### config.mk
export PLATFORM = sky130hd
export DESIGN_NAME = asram_ctrl
export DESIGN_NICKNAME = d
export VERILOG_FILES = /design/src/rtl/asram_pkg.sv /design/src/rtl/asram_cnt.sv /design/src/rtl/asram_seq.sv /design/src/rtl/asram_pins.sv /design/src/rtl/asram_ctrl.sv
export SDC_FILE = /design/constraint.sdc
export NUM_CORES = 1
export LEC_CHECK = 0
export BUFFER_PORTS_ARGS = -buffer_cell sky130_fd_sc_hd__buf_2
export CAP_MARGIN = 20
export CORE_MARGIN = 3
export CORE_UTILIZATION = 45
export CTS_BUF_LIST = sky130_fd_sc_hd__clkbuf_4 sky130_fd_sc_hd__clkbuf_8
export CTS_CLUSTER_SIZE = 14
export DETAILED_ROUTE_END_ITERATION = 10
export GPL_TIMING_DRIVEN = 0
export HOLD_SLACK_MARGIN = 0.06
export PLACE_DENSITY = 0.87
export SLEW_MARGIN = 20
export SYNTH_ARGS = -nofsm -noshare
export SYNTH_HDL_FRONTEND = slang
export SYNTH_SLANG_ARGS = --single-unit
### constraint.sdc
create_clock -name clk -period 2.1 [get_ports clk]
set_clock_uncertainty 0.05 [all_clocks]
set_input_delay 0.315 -clock clk [delete_from_list [all_inputs] [get_ports clk]]
set_output_delay 0.315 -clock clk [all_outputs]
set_load 0.005 [all_outputs]
### src/rtl/asram_pkg.sv
package asram_pkg;

   // sequencer phases
   typedef enum logic [1:0] {
      PH_IDLE  = 2'd0,
      PH_READ  = 2'd1,
      PH_WLOW  = 2'd2,
      PH_WTAIL = 2'd3
   } asram_phase_e;

   // nanoseconds to whole clock cycles, rounded up
   function automatic int ns2cyc(input int ns, input int period_ns);
      return (ns + period_ns - 1) / period_ns;
   endfunction

   function automatic int imax(input int a, input int b);
      return (a > b) ? a : b;
   endfunction

endpackage

### src/rtl/asram_cnt.sv
// Down counter: load a value, count to zero, hold there.
module asram_cnt #(
   parameter int W = 4
) (
   input  logic         clk,
   input  logic         rst_n,
   input  logic         load,
   input  logic [W-1:0] val,
   output logic         zero
);

   logic [W-1:0] q;

   always_ff @(posedge clk or negedge rst_n) begin
      if (!rst_n)
         q <= '0;
      else if (load)
         q <= val;
      else if (q != '0)
         q <= q - 1'b1;
   end

   assign zero = (q == '0);

endmodule

### src/rtl/asram_seq.sv
// Phase sequencer: handshake, phase order and counter loads.
module asram_seq
   import asram_pkg::*;
#(
   parameter int CNT_W    = 4,
   parameter int RD_CYC   = 7,
   parameter int WLOW_CYC = 6,
   parameter int TAIL_CYC = 2,
   parameter int TURN_CYC = 3
) (
   input  logic             clk,
   input  logic             rst_n,
   input  logic             req_valid,
   input  logic             req_write,
   input  logic             op_zero,
   input  logic             turn_zero,
   output asram_phase_e     ph_q,
   output asram_phase_e     ph_d,
   output logic             req_ready,
   output logic             accept,
   output logic             op_load,
   output logic [CNT_W-1:0] op_val,
   output logic             turn_load,
   output logic [CNT_W-1:0] turn_val,
   output logic             rd_done
);

   localparam logic [CNT_W-1:0] RD_LD   = CNT_W'(RD_CYC - 1);
   localparam logic [CNT_W-1:0] WLOW_LD = CNT_W'(WLOW_CYC - 1);
   localparam logic [CNT_W-1:0] TAIL_LD = CNT_W'(TAIL_CYC - 1);
   localparam logic [CNT_W-1:0] TURN_LD = CNT_W'(TURN_CYC - 1);

   // a write must wait for the memory to release the bus, a read need not
   assign req_ready = (ph_q == PH_IDLE) && !(req_write && !turn_zero);
   assign accept    = req_valid && req_ready;
   assign turn_val  = TURN_LD;

   always_comb begin
      ph_d      = ph_q;
      op_load   = 1'b0;
      op_val    = '0;
      turn_load = 1'b0;
      rd_done   = 1'b0;
      unique case (ph_q)
         PH_IDLE: begin
            if (accept) begin
               op_load = 1'b1;
               if (req_write) begin
                  ph_d   = PH_WLOW;
                  op_val = WLOW_LD;
               end else begin
                  ph_d   = PH_READ;
                  op_val = RD_LD;
               end
            end
         end
         PH_READ: begin
            if (op_zero) begin
               ph_d      = PH_IDLE;
               rd_done   = 1'b1;
               turn_load = 1'b1;
            end
         end
         PH_WLOW: begin
            if (op_zero) begin
               ph_d    = PH_WTAIL;
               op_load = 1'b1;
               op_val  = TAIL_LD;
            end
         end
         PH_WTAIL: begin
            if (op_zero)
               ph_d = PH_IDLE;
         end
         default: ph_d = PH_IDLE;
      endcase
   end

   always_ff @(posedge clk or negedge rst_n) begin
      if (!rst_n)
         ph_q <= PH_IDLE;
      else
         ph_q <= ph_d;
   end

endmodule

### src/rtl/asram_pins.sv
// Registered pin stage: strobes, address, write data, read capture.
module asram_pins
   import asram_pkg::*;
#(
   parameter int AW       = 15,
   parameter int DW       = 8,
   parameter bit RD_RETIME = 1'b0
) (
   input  logic          clk,
   input  logic          rst_n,
   input  asram_phase_e  ph_q,
   input  asram_phase_e  ph_d,
   input  logic          accept,
   input  logic [AW-1:0] req_addr,
   input  logic [DW-1:0] req_wdata,
   input  logic          rd_done,
   input  logic [DW-1:0] mem_dq_in,
   output logic [AW-1:0] mem_addr,
   output logic          mem_cs_n,
   output logic          mem_oe_n,
   output logic          mem_we_n,
   output logic [DW-1:0] mem_dq_out,
   output logic          mem_dq_oe,
   output logic          rd_valid,
   output logic [DW-1:0] rd_data
);

   logic          cap_valid;
   logic [DW-1:0] cap_data;

   always_ff @(posedge clk or negedge rst_n) begin
      if (!rst_n) begin
         mem_addr   <= '0;
         mem_dq_out <= '0;
         mem_cs_n   <= 1'b1;
         mem_oe_n   <= 1'b1;
         mem_we_n   <= 1'b1;
         mem_dq_oe  <= 1'b0;
      end else begin
         if (accept) begin
            mem_addr   <= req_addr;
            mem_dq_out <= req_wdata;
         end
         mem_cs_n  <= !((ph_d == PH_READ) || (ph_d == PH_WLOW));
         mem_oe_n  <= !(ph_d == PH_READ);
         mem_we_n  <= !(ph_d == PH_WLOW);
         // drive with the strobe and one cycle past its rising edge
         mem_dq_oe <= (ph_d == PH_WLOW) || (ph_q == PH_WLOW);
      end
   end

   always_ff @(posedge clk or negedge rst_n) begin
      if (!rst_n) begin
         cap_valid <= 1'b0;
         cap_data  <= '0;
      end else begin
         cap_valid <= rd_done;
         if (rd_done)
            cap_data <= mem_dq_in;
      end
   end

   generate
      if (RD_RETIME) begin : g_rd_retime
         logic          rt_valid;
         logic [DW-1:0] rt_data;
         always_ff @(posedge clk or negedge rst_n) begin
            if (!rst_n) begin
               rt_valid <= 1'b0;
               rt_data  <= '0;
            end else begin
               rt_valid <= cap_valid;
               rt_data  <= cap_data;
            end
         end
         assign rd_valid = rt_valid;
         assign rd_data  = rt_data;
      end else begin : g_rd_direct
         assign rd_valid = cap_valid;
         assign rd_data  = cap_data;
      end
   endgenerate

endmodule

### src/rtl/asram_ctrl.sv
module asram_ctrl
   import asram_pkg::*;
#(
   parameter int AW        = 15,
   parameter int DW        = 8,
   parameter int CLK_NS    = 10,
   parameter int T_RC_NS   = 70,
   parameter int T_AA_NS   = 70,
   parameter int T_ACS_NS  = 70,
   parameter int T_AOE_NS  = 35,
   parameter int T_OHZ_NS  = 30,
   parameter int T_CHZ_NS  = 30,
   parameter int T_WC_NS   = 70,
   parameter int T_WP_NS   = 40,
   parameter int T_AW_NS   = 55,
   parameter int T_CW_NS   = 55,
   parameter int T_DW_NS   = 35,
   parameter bit RD_RETIME = 1'b0
) (
   input  logic          clk,
   input  logic          rst_n,
   input  logic          req_valid,
   output logic          req_ready,
   input  logic          req_write,
   input  logic [AW-1:0] req_addr,
   input  logic [DW-1:0] req_wdata,
   output logic          rd_valid,
   output logic [DW-1:0] rd_data,
   output logic [AW-1:0] mem_addr,
   output logic          mem_cs_n,
   output logic          mem_oe_n,
   output logic          mem_we_n,
   output logic [DW-1:0] mem_dq_out,
   output logic          mem_dq_oe,
   input  logic [DW-1:0] mem_dq_in
);

   localparam int RD_CYC   = imax(imax(ns2cyc(T_RC_NS, CLK_NS), ns2cyc(T_AA_NS, CLK_NS)),
                                  imax(imax(ns2cyc(T_ACS_NS, CLK_NS), ns2cyc(T_AOE_NS, CLK_NS)), 1));
   localparam int WLOW_CYC = imax(imax(ns2cyc(T_WP_NS, CLK_NS), ns2cyc(T_AW_NS, CLK_NS)),
                                  imax(imax(ns2cyc(T_CW_NS, CLK_NS), ns2cyc(T_DW_NS, CLK_NS)), 1));
   localparam int WC_CYC   = ns2cyc(T_WC_NS, CLK_NS);
   localparam int TAIL_CYC = imax(WC_CYC - WLOW_CYC, 2);
   localparam int TURN_CYC = imax(ns2cyc(imax(T_OHZ_NS, T_CHZ_NS), CLK_NS), 1);
   localparam int CNT_MAX  = imax(imax(RD_CYC, WLOW_CYC), imax(TAIL_CYC, TURN_CYC));
   localparam int CNT_W    = $clog2(CNT_MAX + 1);

   generate
      if (AW < 1 || DW < 1) begin : g_bad_width
         $error("asram_ctrl: address and data widths must be positive");
      end
      if (CLK_NS < 1) begin : g_bad_clk
         $error("asram_ctrl: clock period must be at least 1 ns");
      end
      if (T_RC_NS < 0 || T_WC_NS < 0 || T_WP_NS < 0 || T_OHZ_NS < 0) begin : g_bad_time
         $error("asram_ctrl: timing limits must be non-negative");
      end
   endgenerate

   asram_phase_e     ph_q, ph_d;
   logic             accept, op_load, turn_load, rd_done;
   logic             op_zero, turn_zero;
   logic [CNT_W-1:0] op_val, turn_val;

   asram_seq #(
      .CNT_W   (CNT_W),
      .RD_CYC  (RD_CYC),
      .WLOW_CYC(WLOW_CYC),
      .TAIL_CYC(TAIL_CYC),
      .TURN_CYC(TURN_CYC)
   ) i_seq (
      .clk      (clk),
      .rst_n    (rst_n),
      .req_valid(req_valid),
      .req_write(req_write),
      .op_zero  (op_zero),
      .turn_zero(turn_zero),
      .ph_q     (ph_q),
      .ph_d     (ph_d),
      .req_ready(req_ready),
      .accept   (accept),
      .op_load  (op_load),
      .op_val   (op_val),
      .turn_load(turn_load),
      .turn_val (turn_val),
      .rd_done  (rd_done)
   );

   asram_cnt #(.W(CNT_W)) i_op_cnt (
      .clk  (clk),
      .rst_n(rst_n),
      .load (op_load),
      .val  (op_val),
      .zero (op_zero)
   );

   asram_cnt #(.W(CNT_W)) i_turn_cnt (
      .clk  (clk),
      .rst_n(rst_n),
      .load (turn_load),
      .val  (turn_val),
      .zero (turn_zero)
   );

   asram_pins #(
      .AW       (AW),
      .DW       (DW),
      .RD_RETIME(RD_RETIME)
   ) i_pins (
      .clk       (clk),
      .rst_n     (rst_n),
      .ph_q      (ph_q),
      .ph_d      (ph_d),
      .accept    (accept),
      .req_addr  (req_addr),
      .req_wdata (req_wdata),
      .rd_done   (rd_done),
      .mem_dq_in (mem_dq_in),
      .mem_addr  (mem_addr),
      .mem_cs_n  (mem_cs_n),
      .mem_oe_n  (mem_oe_n),
      .mem_we_n  (mem_we_n),
      .mem_dq_out(mem_dq_out),
      .mem_dq_oe (mem_dq_oe),
      .rd_valid  (rd_valid),
      .rd_data   (rd_data)
   );

endmodule

==> impl_metrics.env, run 1 <==
export IMPL_ys_seq_elements=44
export IMPL_core_area_sq_mm=0.00383
export IMPL_hold_buffers=0
export IMPL_crit_required_ns=1.74
export IMPL_row_count=22
export IMPL_io_pin_count=72
export IMPL_numCtsBuffers=5
export IMPL_drv_slew=0
export IMPL_ys_seq_area_frac=0.594
export IMPL_cts_num_sinks=44
export IMPL_grtUsageTotal=0.159
export IMPL_power_mw=3.52
export IMPL_fin_nets=247
export IMPL_worst_pin_slew_ns=0.924
export IMPL_hold_path_class="primary input to asynchronous set/reset pin"
export IMPL_fin_crit_sh=0.921
export IMPL_p_per_area_mw_per_mm2=1480
export IMPL_period_needed_ns=1.93
export IMPL_dr_pass1_iters=4
export IMPL_gp_congestion=0.771
export IMPL_arrival_ns=1.57
export IMPL_power_leakage_nw=1.28
export IMPL_setup_viol_count_final=0
export IMPL_avgViaCountPerCell=4.87
export IMPL_die_h_microns=70.3
export IMPL_timing_rr_start="i_op_cnt.q[0]"
export IMPL_crit_type="flip-flop to output pin"
export IMPL_ys_warn_count=0
export IMPL_max_cap_viol_count=0
export IMPL_postSynthAreaPerCell_sq_um=14.6
export IMPL_wire_per_inst_microns=14.6
export IMPL_status="finished, final reports clean"
export IMPL_relSlewSlack=0.384
export IMPL_setup_worst_path_start_class="flip-flop"
export IMPL_antenna_found_initial=0
export IMPL_netlist_instances=127
export IMPL_cp_end_kind="output pin"
export IMPL_fmax_mhz=517
export IMPL_rsz0062_at_grt="false"
export IMPL_r2r_slack_ns=0.18
export IMPL_drt_initial_drc_count=46
export IMPL_synthesis_area_sq_mm=0.00186
export IMPL_io_buffers=71
export IMPL_vdd_drop_max_uv=776
export IMPL_grt_pass1_wl_mm=6.04
export IMPL_drive_above_1_share=0.589
export IMPL_synth_top_area_share=0.552
export IMPL_cts_tree="built"
export IMPL_grt_overflow=0
export IMPL_dieArea_sq_mm=0.00494
export IMPL_dp_hpwl_mm=2.91
export IMPL_die_x_microns=70.3
export IMPL_tns_ns=0
export IMPL_crit_start="i_turn_cnt.q[0]"
export IMPL_clk_pin_slew_worst_paths_ns=0.08
export IMPL_start_util=0.486
export IMPL_grt_pass1_vias=1305
export IMPL_grt_max_degree=45
export IMPL_cts_root_buf="clkbuf_8"
export IMPL_synth_cell_type_count=27
export IMPL_fin_area_sq_mm=0.00239
export IMPL_area_growth_pct=28.3
export IMPL_synth_net_count=168
export IMPL_drc=0
export IMPL_cts_max_level=2
export IMPL_n_antenna_cell=0
export IMPL_place_area_sq_mm=0.00227
export IMPL_wirelength_mm=3.72
export IMPL_clk_path_buf_depth=2
export IMPL_insertion_delay_ns=0.30
export IMPL_yosysTopAreaCell="dfrtp_1"
export IMPL_vias=1242
export IMPL_antenna_left=0
export IMPL_finalHoldViolCount=0
export IMPL_synthTopCellsByArea="dfrtp_1 (55%), mux2_4 (12%), mux2_2 (9.7%)"
export IMPL_cp_max_fo=8
where the power goes:
| group | leakage [nW] | internal (mW) | switching, mW |
|---|---|---|---|
| combinational | 0.705 | 0.841 | 0.596 |
| sequential | 0.524 | 1.29 | 0.238 |
| clock | 0.0479 | 0.280 | 0.270 |
cell usage in the layout, fill, tap and decap left out, types with 2 or more instances in the layout:
cell      count
dfrtp_1      41
buf_4         3
dfstp_2       3
nand3_1       2
nor2_1        8
clkbuf_8      6
buf_2        71
mux2_4       15
o21ai_0       2
inv_1         9
nand2_1       7
buf_6         2
ha_1          5
mux2_2       16
registers in the layout, summed over array words and instances (netlist names):
name / cells
i_pins.rd_valid: 1
i_pins.mem_we_n: 1
i_turn_cnt.q: 3
i_pins.mem_oe_n: 1
i_op_cnt.q: 3
i_pins.mem_dq_oe: 1
i_pins.mem_dq_out: 8
i_pins.rd_data: 8
i_pins.mem_addr: 15
i_pins.mem_cs_n: 1
i_seq.ph_q: 2
per-stage QoR:
step                setup WS (ns)  hold WS, ns  std cells   util
finish                      0.165        0.104        255  0.624
global route               0.0739        0.178        255  0.624
CTS                        0.0517        0.140        255  0.623
detailed placement        -0.0887        0.439        246  0.595
global placement          -0.0900        0.425        246  0.595
floorplan                   0.135      -0.0306        127      -
metal layers:
layer,global-route usage,share of wire,up-vias
li1,-,-,580
met1,0.186,0.38,603
met2,0.257,0.52,47
met3,0.0489,0.068,12
met4,0.0915,0.030,0
met5,0,0,-
kinds of logic after synthesis:
group / after synthesis / synth area share
xor+xnor: 1 / 0.00471
simple gates: 22 / 0.0619
buf+inv: 13 / 0.0363
compound gates: 9 / 0.0390
fa+ha+maj: 6 / 0.0404
mux: 32 / 0.223
flops: 44 / 0.594
path summary, 6_finish.rpt:
kind / to / cells after the start
setup / recovery: req_ready / 6
hold / removal: i_pins.mem_addr[0] / 1
setup reg to reg: i_pins.rd_data[2] / 6
hold reg to reg: i_pins.mem_dq_out[5] / 1
max in group asynchronous: i_pins.rd_data[1] / 1
min in group clk: i_pins.mem_addr[11] / 2
Yosys cell counts:
library cell / n
a211o_1: 1
a21oi_1: 1
a221o_1: 1
a22o_1: 1
and3b_1: 1
buf_4: 1
buf_6: 2
clkbuf_1: 1
dfrtp_1: 41
dfstp_2: 3
ha_1: 6
inv_1: 9
mux2_2: 16
mux2_4: 15
mux2i_1: 1
nand2_1: 7
nand3_1: 2
nor2_1: 8
nor2b_2: 1
nor3_1: 1
nor3b_4: 1
o21a_1: 1
o21ai_0: 2
o21ai_4: 1
o22ai_1: 1
or2b_1: 1
xor2_1: 1
critical path, cell delays in order, from the launching register on:
cell and delay [ns]:
dfrtp_1 0.40, inv_1 0.06, ha_1 0.15, ha_2 0.29, nor2_1 0.06, nor3_1 0.17
buf_2 0.15
final cells by class:
| cell class | count | area, sq um |
|---|---|---|
| fill | 304 | 1440 |
| tap | 48 | 60.1 |
| sequential | 44 | 1100 |
| multi-input combinational | 70 | 689 |
| clock buffer | 7 | 90.1 |
| clock inverter | 1 | 7.51 |
| inverter | 9 | 33.8 |
| timing repair buffer | 73 | 370 |
| buffer | 3 | 30.0 |
timing repair:
action,4_1_cts,5_1_grt
gates resized for setup,0,1
pin swaps,1,0
endpoints found under the setup margin,10,1
setup buffers,2,0
gates cloned,0,0
(Power assumes the default switching activity.)
==> inputs of run 2 (changes only) <==
--- a/config.mk
+++ b/config.mk
@@ -14,7 +14,8 @@
 export DETAILED_ROUTE_END_ITERATION = 10
 export GPL_TIMING_DRIVEN = 0
 export HOLD_SLACK_MARGIN = 0.06
-export PLACE_DENSITY = 0.87
+export PLACE_DENSITY = 0.78
+export SETUP_SLACK_MARGIN = 0.15
 export SLEW_MARGIN = 20
 export SYNTH_ARGS = -nofsm -noshare
 export SYNTH_HDL_FRONTEND = slang
==> run 2 against run 1 <==
Compared with the run above:
- global-route usage decreased by 1.2 points
- fmax increased by 3.7%
- core utilization increased by 1.3 points
- sequential cell count unchanged
- combinational power about the same
- register-to-register slack improved by 0.06 ns
- final area increased by 2.1%
- largest power group unchanged
- setup slack improved by 0.069 ns
- cell count increased by 1.2%
==> impl_metrics.env, run 2 (same netlist as run 1, synthesis figures left out) <==
export IMPL_status="finished, final reports clean"
export IMPL_multi_input_area_sq_um=694
export IMPL_nFillCells=319
export IMPL_drc=0
export IMPL_io_buffers=71
export IMPL_cts_tree="built"
export IMPL_fmax_mhz=536
export IMPL_r2r_slack_ns=0.24
export IMPL_grt_max_degree=45
export IMPL_finalHoldViolCount=0
export IMPL_numCtsBuffers=5
export IMPL_swShare=0.304
export IMPL_hold_path_class="primary input to asynchronous set/reset pin"
export IMPL_p_seq_frac=0.428
export IMPL_cts_max_level=2
export IMPL_largest_register="i_pins.mem_addr"
export IMPL_drive_above_1_share=0.595
export IMPL_dieArea_sq_mm=0.00494
export IMPL_grt_overflow=0
export IMPL_n_antenna_cell=0
export IMPL_place_ws_ns=-0.0623
export IMPL_largest_register_ffs=15
export IMPL_cell_internal_pwr_mw=2.48
export IMPL_timing_rr_start="i_turn_cnt.q[0]"
export IMPL_max_cap_viol_count=0
export IMPL_arrival_ns=1.50
export IMPL_period_needed_ns=1.87
export IMPL_gp_congestion=0.708
export IMPL_drv_slew=0
export IMPL_p_comb_frac=0.411
export IMPL_power_switching_mw=1.08
export IMPL_cts_root_buf="clkbuf_8"
export IMPL_dr_pass1_iters=4
export IMPL_setup_worst_path_start_class="flip-flop"
export IMPL_whs_ns=0.127
export IMPL_grtUsageTotal=0.147
export IMPL_grt_pass1_vias=1239
export IMPL_fin_crit_sh=0.888
export IMPL_antenna_left=0
export IMPL_cp_end_kind="output pin"
export IMPL_p_clk_frac=0.161
export IMPL_cp_max_fo=8
export IMPL_setup_viol_count_final=0
export IMPL_fin_nets=250
export IMPL_relSlewSlack=0.367
export IMPL_insertion_delay_ns=0.28
export IMPL_grt_pass1_wl_mm=5.77
export IMPL_power_mw=3.56
export IMPL_crit_start="i_turn_cnt.q[0]"
export IMPL_dp_cells=246
export IMPL_setup_ws_ns=0.234
export IMPL_dp_hpwl_mm=2.68
export IMPL_hold_buffers=0
export IMPL_clk_path_buf_depth=2
export IMPL_crit_required_ns=1.74
export IMPL_final_cell_mix="buf_2 (71), dfrtp_1 (41), mux2_2 (16)"
export IMPL_start_util=0.486
export IMPL_power_leakage_nw=1.31
export IMPL_core_area_sq_mm=0.00383
export IMPL_worst_pin_slew_ns=0.949
export IMPL_layout_commonest_cell="buf_2"
export IMPL_avgViaCountPerCell=4.73
export IMPL_rsz0062_at_grt="true"
export IMPL_io_pin_count=72
export IMPL_wirelength_mm=3.56
export IMPL_vdd_drop_max_uv=763
export IMPL_regArea_sq_mm=0.00110
export IMPL_crit_type="flip-flop to output pin"
export IMPL_antenna_found_initial=0
export IMPL_layout_cells_non_filler=258
export IMPL_fin_util=0.637
export IMPL_die_x_microns=70.3
export IMPL_vias=1220
export IMPL_clk_pin_slew_worst_paths_ns=0.08
export IMPL_area_growth_pct=31.0
export IMPL_row_count=22
export IMPL_p_per_area_mw_per_mm2=1460
export IMPL_drt_initial_drc_count=40
export IMPL_die_h_microns=70.3
export IMPL_wire_per_inst_microns=13.8
export IMPL_cts_num_sinks=44
run 2: cell types whose count changed in the layout (fill, tap and decap cells not counted), sizes merged:
cell / change
buf: +3
clkbuf: +1
clkinvlp: -1
run 2: metrics by stage:
stage                     setup TNS (ns)  cell area, sq um
after global routing                   0              2440
after floorplan                        0              1860
after CTS                              0              2420
final                                  0              2440
after global placement           -0.0285              2280
after detailed placement         -0.0623              2280
run 2: layout make-up:
cell class	count	share of cell area
multi-input cells	70	0.285
inverters	9	0.0139
repair buffers	75	0.163
well taps	48	0.0247
plain buffers	4	0.0169
clock buffers	8	0.0426
flip-flops and latches	44	0.454
run 2: path summary, 6_finish.rpt:
check	end	cells after the start
min	i_pins.mem_addr[8]	1
max reg2reg	i_pins.mem_addr[12]	8
min in group clk	i_pins.rd_data[5]	2
max in group asynchronous	i_pins.rd_data[1]	1
min reg2reg	i_turn_cnt.q[1]	1
max	req_ready	7
run 2: per-layer routing:
metal	share of wire	GRT usage	routed length, microns
met5	0	0	0
met4	0.0053	0.0383	19
met3	0.044	0.0432	156
met2	0.51	0.241	1820
met1	0.44	0.189	1570
run 2: worst max-delay path, cell delays in order, from the launching register on:
cell	delay, ns
dfrtp_1	0.36
inv_1	0.05
ha_1	0.19
ha_1	0.21
buf_6	0.14
nor2_1	0.09
nor3_1	0.05
buf_2	0.13
run 2: what timing repair did:
item / in CTS / in global routing
endpoints found under the setup margin: 19 / 10
pin swaps: 1 / 1
gates resized for setup: 0 / 5
buffers inserted: 4 / 0
run 2: power groups by stage:
stage / Combinational [mW] / Sequential (mW) / Clock, mW
6_report: 1.47 / 1.52 / 0.573
5_1_grt: 1.62 / 1.59 / 0.618
4_1_cts: 1.48 / 1.52 / 0.591
3_5_place_dp: 1.44 / 1.53 / 0
3_3_place_gp: 1.40 / 1.52 / 0
2_1_floorplan: 0.853 / 1.55 / 0
